`config.mk`:
```
export PLATFORM = sky130hd
export DESIGN_NAME = sd_cmd_framer
export DESIGN_NICKNAME = d
export VERILOG_FILES = /design/src/rtl/sd_cmd_pkg.sv /design/src/rtl/sd_poll_counter.sv /design/src/rtl/sd_trailer_shift.sv /design/src/rtl/sd_cmd_framer.sv
export SDC_FILE = /design/constraint.sdc
export NUM_CORES = 1
export LEC_CHECK = 0
export ABC_AREA = 1
export BUFFER_PORTS_ARGS = -buffer_cell sky130_fd_sc_hd__clkbuf_2
export CAP_MARGIN = 20
export CORE_AREA = 10 10 121 123
export CTS_BUF_LIST = sky130_fd_sc_hd__clkbuf_8
export DETAILED_ROUTE_END_ITERATION = 10
export DIE_AREA = 0 0 131 133
export PLACE_DENSITY_LB_ADDON = 0.08
export SKIP_CTS_REPAIR_TIMING = 1
export SKIP_LAST_GASP = 1
export SYNTH_ARGS = -nofsm -noshare
export SYNTH_HDL_FRONTEND = slang
export SYNTH_HIERARCHICAL = 1
export SYNTH_SLANG_ARGS = --single-unit
```
`constraint.sdc`:
```
create_clock -name clk -period 2.2 [get_ports clk]
set_input_delay 0.44 -clock clk [delete_from_list [all_inputs] [get_ports clk]]
set_output_delay 0.44 -clock clk [all_outputs]
set_load 0.02 [all_outputs]
```
`src/rtl/sd_cmd_pkg.sv`:
```
package sd_cmd_pkg;

  typedef enum logic [2:0] {
    S_IDLE,
    S_LEAD,
    S_FRAME,
    S_POLL,
    S_TRAIL,
    S_TAIL,
    S_DONE
  } seq_state_t;

  localparam logic [7:0] FILL_BYTE = 8'hFF;
  localparam int         FRAME_LEN = 6;

  // Byte number pos (0..5) of a command frame.
  function automatic logic [7:0] frame_byte(input logic [5:0]  idx,
                                            input logic [31:0] arg,
                                            input logic [7:0]  crc,
                                            input logic [2:0]  pos);
    logic [7:0] b;
    case (pos)
      3'd0:    b = {2'b01, idx};
      3'd1:    b = arg[31:24];
      3'd2:    b = arg[23:16];
      3'd3:    b = arg[15:8];
      3'd4:    b = arg[7:0];
      3'd5:    b = crc;
      default: b = FILL_BYTE;
    endcase
    return b;
  endfunction

  // A status byte always has its top bit cleared.
  function automatic logic is_status(input logic [7:0] b);
    return ~b[7];
  endfunction

endpackage

```
`src/rtl/sd_poll_counter.sv`:
```
module sd_poll_counter #(
  parameter int LIMIT = 16
) (
  input  logic clk,
  input  logic rst_n,
  input  logic clr,
  input  logic inc,
  output logic last
);
  localparam int CW = $clog2(LIMIT + 1);

  logic [CW-1:0] cnt;

  always_ff @(posedge clk or negedge rst_n) begin
    if (!rst_n)   cnt <= '0;
    else if (clr) cnt <= '0;
    else if (inc) cnt <= cnt + 1'b1;
  end

  assign last = (cnt == CW'(LIMIT - 1));


  poll_range_chk: assert property (@(posedge clk) disable iff (!rst_n)
    cnt < CW'(LIMIT));


  no_inc_past_last_chk: assert property (@(posedge clk) disable iff (!rst_n)
    (inc && !clr) |-> !last);
endmodule

```
`src/rtl/sd_trailer_shift.sv`:
```
module sd_trailer_shift #(
  parameter int NBYTES = 4
) (
  input  logic               clk,
  input  logic               rst_n,
  input  logic               clr,
  input  logic               shift,
  input  logic [7:0]         din,
  output logic [8*NBYTES-1:0] value
);
  logic [7:0] lane [NBYTES];

  for (genvar i = 0; i < NBYTES; i++) begin : g_lane
    always_ff @(posedge clk or negedge rst_n) begin
      if (!rst_n)     lane[i] <= '0;
      else if (clr)   lane[i] <= '0;
      else if (shift) lane[i] <= (i == 0) ? din : lane[(i == 0) ? 0 : i - 1];
    end
    assign value[8*i +: 8] = lane[i];
  end


  newest_low_chk: assert property (@(posedge clk) disable iff (!rst_n)
    (shift && !clr) |=> value[7:0] == $past(din));
endmodule

```
`src/rtl/sd_cmd_framer.sv`:
```
module sd_cmd_framer
  import sd_cmd_pkg::*;
#(
  parameter int POLL_LIMIT    = 16,
  parameter int TRAILER_BYTES = 4
) (
  input  logic                       clk,
  input  logic                       rst_n,
  input  logic                       req_valid,
  input  logic [5:0]                 req_index,
  input  logic [31:0]                req_arg,
  input  logic [7:0]                 req_crc,
  input  logic                       req_trailer,
  input  logic                       req_keep_cs,
  output logic                       busy,
  output logic                       done,
  output logic [7:0]                 r1,
  output logic [8*TRAILER_BYTES-1:0] trailer,
  output logic                       timeout,
  output logic                       cs_n,
  output logic                       spi_start,
  output logic [7:0]                 spi_tx,
  input  logic                       spi_done,
  input  logic [7:0]                 spi_rx
);
  localparam int TCW = $clog2(TRAILER_BYTES + 1);

  seq_state_t     state;
  logic           pending;
  logic [2:0]     pos;
  logic [TCW-1:0] tcnt;
  logic [5:0]     lat_idx;
  logic [31:0]    lat_arg;
  logic [7:0]     lat_crc;
  logic           lat_trl;
  logic           lat_keep;

  // Named events
  logic       accept, issue, byte_done, rx_ok, poll_last;
  logic       poll_inc, give_up, trl_shift, trl_last, frame_last;
  logic [7:0] tx_next;

  assign accept     = (state == S_IDLE) && req_valid;
  assign issue      = (state inside {S_LEAD, S_FRAME, S_POLL, S_TRAIL, S_TAIL}) && !pending;
  assign byte_done  = pending && spi_done;
  assign rx_ok      = is_status(spi_rx);
  assign poll_inc   = byte_done && (state == S_POLL) && !rx_ok && !poll_last;
  assign give_up    = byte_done && (state == S_POLL) && !rx_ok && poll_last;
  assign trl_shift  = byte_done && (state == S_TRAIL);
  assign trl_last   = (tcnt == TCW'(TRAILER_BYTES - 1));
  assign frame_last = (pos == 3'(FRAME_LEN - 1));
  assign tx_next    = (state == S_FRAME) ? frame_byte(lat_idx, lat_arg, lat_crc, pos)
                                         : FILL_BYTE;

  assign busy = (state != S_IDLE);
  assign done = (state == S_DONE);

  sd_poll_counter #(.LIMIT(POLL_LIMIT)) u_poll (
    .clk  (clk),
    .rst_n(rst_n),
    .clr  (accept),
    .inc  (poll_inc),
    .last (poll_last)
  );

  sd_trailer_shift #(.NBYTES(TRAILER_BYTES)) u_trl (
    .clk  (clk),
    .rst_n(rst_n),
    .clr  (accept),
    .shift(trl_shift),
    .din  (spi_rx),
    .value(trailer)
  );

  always_ff @(posedge clk or negedge rst_n) begin
    if (!rst_n) begin
      state     <= S_IDLE;
      pending   <= 1'b0;
      pos       <= '0;
      tcnt      <= '0;
      lat_idx   <= '0;
      lat_arg   <= '0;
      lat_crc   <= '0;
      lat_trl   <= 1'b0;
      lat_keep  <= 1'b0;
      cs_n      <= 1'b1;
      r1        <= FILL_BYTE;
      timeout   <= 1'b0;
      spi_start <= 1'b0;
      spi_tx    <= FILL_BYTE;
    end else begin
      spi_start <= 1'b0;
      if (issue) begin
        spi_start <= 1'b1;
        spi_tx    <= tx_next;
        pending   <= 1'b1;
      end
      if (byte_done) pending <= 1'b0;

      case (state)
        S_IDLE: if (accept) begin
          lat_idx  <= req_index;
          lat_arg  <= req_arg;
          lat_crc  <= req_crc;
          lat_trl  <= req_trailer;
          lat_keep <= req_keep_cs;
          cs_n     <= 1'b0;
          r1       <= FILL_BYTE;
          timeout  <= 1'b0;
          pos      <= '0;
          tcnt     <= '0;
          state    <= S_LEAD;
        end
        S_LEAD: if (byte_done) state <= S_FRAME;
        S_FRAME: if (byte_done) begin
          pos <= pos + 3'd1;
          if (frame_last) state <= S_POLL;
        end
        S_POLL: if (byte_done) begin
          if (rx_ok) begin
            r1 <= spi_rx;
            if (lat_trl)       state <= S_TRAIL;
            else if (lat_keep) state <= S_DONE;
            else begin
              cs_n  <= 1'b1;
              state <= S_TAIL;
            end
          end else if (poll_last) begin
            timeout <= 1'b1;
            cs_n    <= 1'b1;
            state   <= S_TAIL;
          end
        end
        S_TRAIL: if (byte_done) begin
          tcnt <= tcnt + 1'b1;
          if (trl_last) begin
            if (lat_keep) state <= S_DONE;
            else begin
              cs_n  <= 1'b1;
              state <= S_TAIL;
            end
          end
        end
        S_TAIL: if (byte_done) state <= S_DONE;
        S_DONE: state <= S_IDLE;
        default: state <= S_IDLE;
      endcase
    end
  end


  start_pulse_chk: assert property (@(posedge clk) disable iff (!rst_n)
    spi_start |=> !spi_start);


  no_done_unrequested_chk: assert property (@(posedge clk) disable iff (!rst_n)
    spi_start |-> !spi_done);


  lead_selected_chk: assert property (@(posedge clk) disable iff (!rst_n)
    (spi_start && state == S_LEAD) |-> !cs_n);


  tail_released_chk: assert property (@(posedge clk) disable iff (!rst_n)
    (spi_start && state == S_TAIL) |-> cs_n);


  timeout_release_chk: assert property (@(posedge clk) disable iff (!rst_n)
    (done && timeout) |-> cs_n);


  status_top_clear_chk: assert property (@(posedge clk) disable iff (!rst_n)
    (done && !timeout) |-> !r1[7]);


  busy_after_accept_chk: assert property (@(posedge clk) disable iff (!rst_n)
    accept |=> busy);


  done_pulse_chk: assert property (@(posedge clk) disable iff (!rst_n)
    done |=> !done);
endmodule

```
After elaboration in Yosys (flattened, before gate mapping)
Cells that the tools add are included.
W data, S select, Z words.

word-level totals
  bits in registers = 114
  input port bits = 60
  logic and storage cells = 124
  output and inout port bits = 53

cells by class
  reduce and logical (&&, ||, !) cells = 27
  muxes and demuxes = 49
  add/subtract/negate cells = 3
  eq/ne operators = 26

operators by type and width
  kind                   number
  $mux W8                12
  $pmux W8 S6            1
  $mux W3                13
  $ne A2 B2 Y1 const B   11
  $pmux W3 S6            1
  $pmux W8 S2            1
  $eq A3 B2 Y1 const B   5
  $eq A3 B3 Y1 const B   5
  $mux W1                13
  $pmux W3 S2            2
  $reduce_bool A2 Y1     6
  $mux W5                2
  $reduce_and A9 Y1      1
  $logic_and A1 B1 Y1    7
  $reduce_and A7 Y1      1
  $add A3 B1 Y3 const B  2
  $eq A3 B1 Y1 const B   2
  $logic_not A3 Y1       2
  $ne A3 B3 Y1 const B   2
  $reduce_and A3 Y1      2
  $reduce_bool A3 Y1     2
  $add A5 B1 Y5 const B  1
  $eq A5 B4 Y1 const B   1
  $reduce_and A5 Y1      1
  7 further kinds        9

Longest topological paths before layout
  depth in word-level cells = 6
  mapped depth = 12
  mapped depth without buffers = 11

Modules after synthesis
The synthesis kept the hierarchy.

by module, submodules not included
  module            instances  area each (um^2)  cells each
  sd_cmd_framer     1          3837.4            504
  sd_trailer_shift  1          1285.0            140
  sd_poll_counter   1          270.3             30

Worst setup path after synthesis
OpenSTA, ideal clock, no wires.

  kind = register to register
  start point = register u_poll.cnt[0]
  end point = register u_poll.cnt[3]
  data arrival time = 1.662 ns
  library setup time = 0.117 ns
  path buffers = 1
  cell stages (with the launch flop) = 13
  required time = 2.083 ns
  setup slack = 0.422 ns
  cell sequence = dfrtp_1 ha_1 and3_1 ha_1 nor2_1 nand2_1 nor2_1 buf_6 nand2_4 nor2_4 nand2_1 nand2_1 nor2_1

on the way
  word-level cells in the longest chain between the ends = 4
  elaborated cells on any way between the ends = 7

ends and longest elaborated chain
  what                          RTL line               text
  start, declared               sd_poll_counter.sv:12  logic [CW-1:0] cnt;
  start signal, assigned        sd_poll_counter.sv:17  else if (inc) cnt <= cnt + 1'b1;
  $eq A5 B4 Y1                  sd_poll_counter.sv:20  assign last = (cnt == CW'(LIMIT - 1));
  net poll_last                 sd_cmd_framer.sv:39    logic accept, issue, byte_done, rx_ok, poll_last;
  $logic_not A1 Y1              sd_cmd_framer.sv:47    assign poll_inc = byte_done && (state == S_POLL) && !rx_ok && !poll_last;
  $logic_and A1 B1 Y1           sd_cmd_framer.sv:47
  net poll_inc                  sd_cmd_framer.sv:40    logic poll_inc, give_up, trl_shift, trl_last, frame_last;
  $reduce_bool A2 Y1 (no line)  --

The timed path passes the listed nets, and every way through them passes these cells. The select of a mux whose other input is x is not followed.
A chain may end at the register's enable or synchronous reset.

Final worst setup path
  start point = register state[2]
  end point = output port done

on the way
  word-level cells in the longest chain between the ends = 1

ends and longest elaborated chain
  what                    RTL line              text
  start, declared         sd_cmd_framer.sv:28   seq_state_t state;
  start signal, assigned  sd_cmd_framer.sv:77   state <= S_IDLE;
  start signal, assigned  sd_cmd_framer.sv:112  state <= S_LEAD;
  start signal, assigned  sd_cmd_framer.sv:114  S_LEAD: if (byte_done) state <= S_FRAME;
  $eq A3 B3 Y1            sd_cmd_framer.sv:56   assign done = (state == S_DONE);
  end, declared           sd_cmd_framer.sv:16   output logic done,

Every way passes these cells.

==> results.py <==
metrics = {
    "die": {
        "die_w_um": 131,
        "pin_count": 113,
        "die_area_um2": 17400,
        "initial_core_util_pct": 43.6,
        "die_h_um": 133,
        "rows": 41,
        "core-area_um2": 12400,
    },
    "timing": {
        "finClkSkew_ns": 0.00626,
        "hold_viol": 0,
        "tns_ns": 0,
        "period_minus_slack_ns": 2.04,
        "post-route-period-util_pct": 92.6,
        "rsz0062_at_grt": "false",
        "max_freq_mhz": 491,
        "hold_ws_ns": 0.195,
        "setup_viol": 0,
        "relSlewSlack_pct": 56.5,
        "worstMarginPinSlew_ns": 0.652,
        "slew_violations": 0,
    },
    "detailed_routing": {
        "vias": 4515,
        "drc": 0,
        "wire_per_inst_um": 14.1,
        "wirelength_mm": 13.8,
        "drtPass1Iterations": 4,
        "postRouteAntennaNets": 0,
        "met3_length_um": 882,
        "top_layer_used": "met4",
        "wl_met1_mm": 6.31,
        "dr_wl_met2_mm": 6.33,
        "via_per_inst": 4.64,
        "drtIter0Drc": 224,
    },
    "logic_synthesis": {
        "async_flop_share_pct": 100,
        "synth-edff-count": 0,
        "ys_ff_latch": 114,
        "ys_types": 30,
        "synth_commonest_cells": "nand2_1, dfrtp_1, nor2_1",
        "synth.most_common_cell": "nand2_1",
        "syn-cell-area_um2": 5390,
        "ys.warnings.count": 6,
        "synth_top_flop_cell": "dfrtp_1",
        "ys_seq_area_share_pct": 53.3,
        "syn_area_per_cell_um2": 8.00,
        "synth_top_cell_area_share_pct": 45.0,
        "syn_inst": 674,
        "netlist_top_cells_area": "dfrtp_1, nand2_1, dfstp_2",
        "synth_nets": 743,
        "yosys.area.top_type": "dfrtp_1",
    },
    "critical_path": {
        "worstSetupStartpoint": "state[2]$_DFFE_PN0P_",
        "r2r_end": "u_poll/cnt[3]$_DFFE_PN0P_",
        "crit_buf_inv": 1,
        "slowest_delay_ns": 0.59,
        "start_kind": "flop",
        "crit_required_ns": 1.76,
        "worstSetupPathType": "flop to output port",
        "reg2regPathDepth": 12,
        "arrival_ns": 1.60,
        "worstPathCellList": "nand2_1, nor2_1, clkbuf_2",
        "reg2reg_from": "u_poll/cnt[0]$_DFFE_PN0P_",
        "crit_family": "flip-flops",
        "rrSetupSlack_ns": 0.29,
        "cp_slowest_cell": "dfrtp_1",
        "crit_fanout": 9,
        "crit_end": "done",
        "worst-path-stages": 3,
        "endpoint_kind": "output port",
    },
    "placement": {
        "placed_cells": 941,
        "gp_congestion": 0.850,
        "place.port_buffers": 112,
        "dp_hpwl_mm": 10.2,
    },
    "global_route": {
        "grt_pass1_wl_mm": 23.0,
        "track_usage_pct": 16.8,
        "grt_max_degree": 44,
        "overflow": 0,
        "grt_pass1_vias": 4647,
        "antenna_found_initial": 0,
    },
    "pwr": {
        "p_leak_nw": 3.65,
        "power_density_nw_per_um2": 1370,
        "vdd_drop_max_v": 0.000672,
    },
    "cts": {
        "cts_root_buffer": "clkbuf_8",
        "cts_sinks": 114,
        "clk_latency_ns": 0.44,
        "cts.reportedPaths.clkPinSlew_ns": 0.07,
        "clockBufferDepth": 2,
        "numCtsBuffers": 17,
        "cts_tree": "done",
        "htree_num_levels": 4,
    },
    "finish": {
        "drive_gt1_share_pct": 23.7,
        "n_antenna_cell": 0,
        "nets": 858,
        "area_growth_pct": 22.2,
        "fin_cells": 974,
    },
    "run_status": {
        "outcome": "finished clean",
    },
    "run": {
        "maxCapViolations": 0,
    },
    "hold_path": {
        "hold_class": "input port to flop",
    },
}
## tightest hold or removal path, delay by kind of cell
kind | cells | cell delay [ns]
buffers and inverters | 1 | 0.08
AND/OR/NAND/NOR | 2 | 0.09
## report_power, final
| part | internal [mW] | leakage [nW] | total, mW | switching, mW |
|---|---|---|---|---|
| Clock | 1.62 | 0.257 | 2.45 | 0.832 |
| Sequential | 2.92 | 1.44 | 3.41 | 0.491 |
| Combinational | 0.998 | 1.95 | 3.15 | 2.15 |
| Total | 5.53 | 3.65 | 9.01 | 3.47 |
## cell type report
class | count | area [µm²]
clock buffer | 19 | 262
clock inverter | 13 | 240
fill | 1237 | 5770
inverter | 38 | 145
multi-input combinational | 495 | 2170
sequential | 114 | 2880
tap | 172 | 215
timing repair buffer | 123 | 686
## flip-flops by register name (all words and copies together) (netlist names)
| signal | cells |
|---|---|
| lat_arg | 32 |
| u_trl/value | 32 |
| lat_crc | 8 |
| r1 | 8 |
| spi_tx | 8 |
| lat_idx | 6 |
| u_poll/cnt | 5 |
| pos | 3 |
| state | 3 |
| tcnt | 3 |
| cs_n | 1 |
| lat_keep | 1 |
| lat_trl | 1 |
| pending | 1 |
| spi_start | 1 |
| timeout | 1 |
## metal layers
metal  global-route usage, %  vias up
met5                       0        -
met4                    6.74        0
met3                    5.95       23
met2                    25.6      105
met1                    21.0     2056
li1                        -     2331
## logic make-up after synthesis
kind of cell / count (synthesis) / share of synthesized area, %
simple gates: 451 / 34.7
compound gates: 35 / 3.36
buf+inv: 65 / 6.57
fa+ha+maj: 9 / 2.09
flops: 114 / 53.3
## stage by stage
stage	setup slack, ns	util [%]	power, mW	cell area, µm²
5_1_grt	0.0737	53.3	9.76	6590
6_report	0.164	53.3	9.01	6590
4_1_cts	0.0702	53.2	9.13	6580
2_1_floorplan	0.422	-	5.71	5390
3_5_place_dp	0.285	49.2	6.64	6080
3_3_place_gp	0.346	49.2	6.56	6080
## how the worst min path moves through the flow
stage / from / endpoint / slack (ns) / depth (start not counted)
5_1_grt: req_arg[2] / lat_arg[2]$_DFFE_PN0P_ / 0.17 / 3
4_1_cts: rst_n / lat_keep$_DFFE_PN0P_ / -0.07 / 1
3_3_place_gp: rst_n / lat_keep$_DFFE_PN0P_ / 0.42 / 1
6_report: req_arg[2] / lat_arg[2]$_DFFE_PN0P_ / 0.20 / 3
2_1_floorplan: rst_n / lat_arg[0]$_DFFE_PN0P_ / 0.14 / 0
3_5_place_dp: rst_n / u_poll/cnt[0]$_DFFE_PN0P_ / 0.41 / 1
## layout by cell type (no fill, tap or decap), drive strengths merged
master | synthesis | routed
nand3 | 57 | 57
buf | 26 | 11
bufinv | 0 | 7
nor3 | 2 | 2
o21ai | 25 | 25
dlygate4sd3 | 0 | 1
nor2b | 1 | 1
clkbuf | 1 | 130
dfstp | 17 | 17
nand4 | 1 | 1
inv | 38 | 42
o31ai | 1 | 1
nand2 | 315 | 315
a21oi | 7 | 7
ha | 9 | 9
a211oi | 1 | 1
nor2 | 72 | 72
or2 | 2 | 2
dfrtp | 97 | 97
and3 | 1 | 1
clkinvlp | 0 | 2
o22ai | 1 | 1
Power figures use the tool's default switching activity.
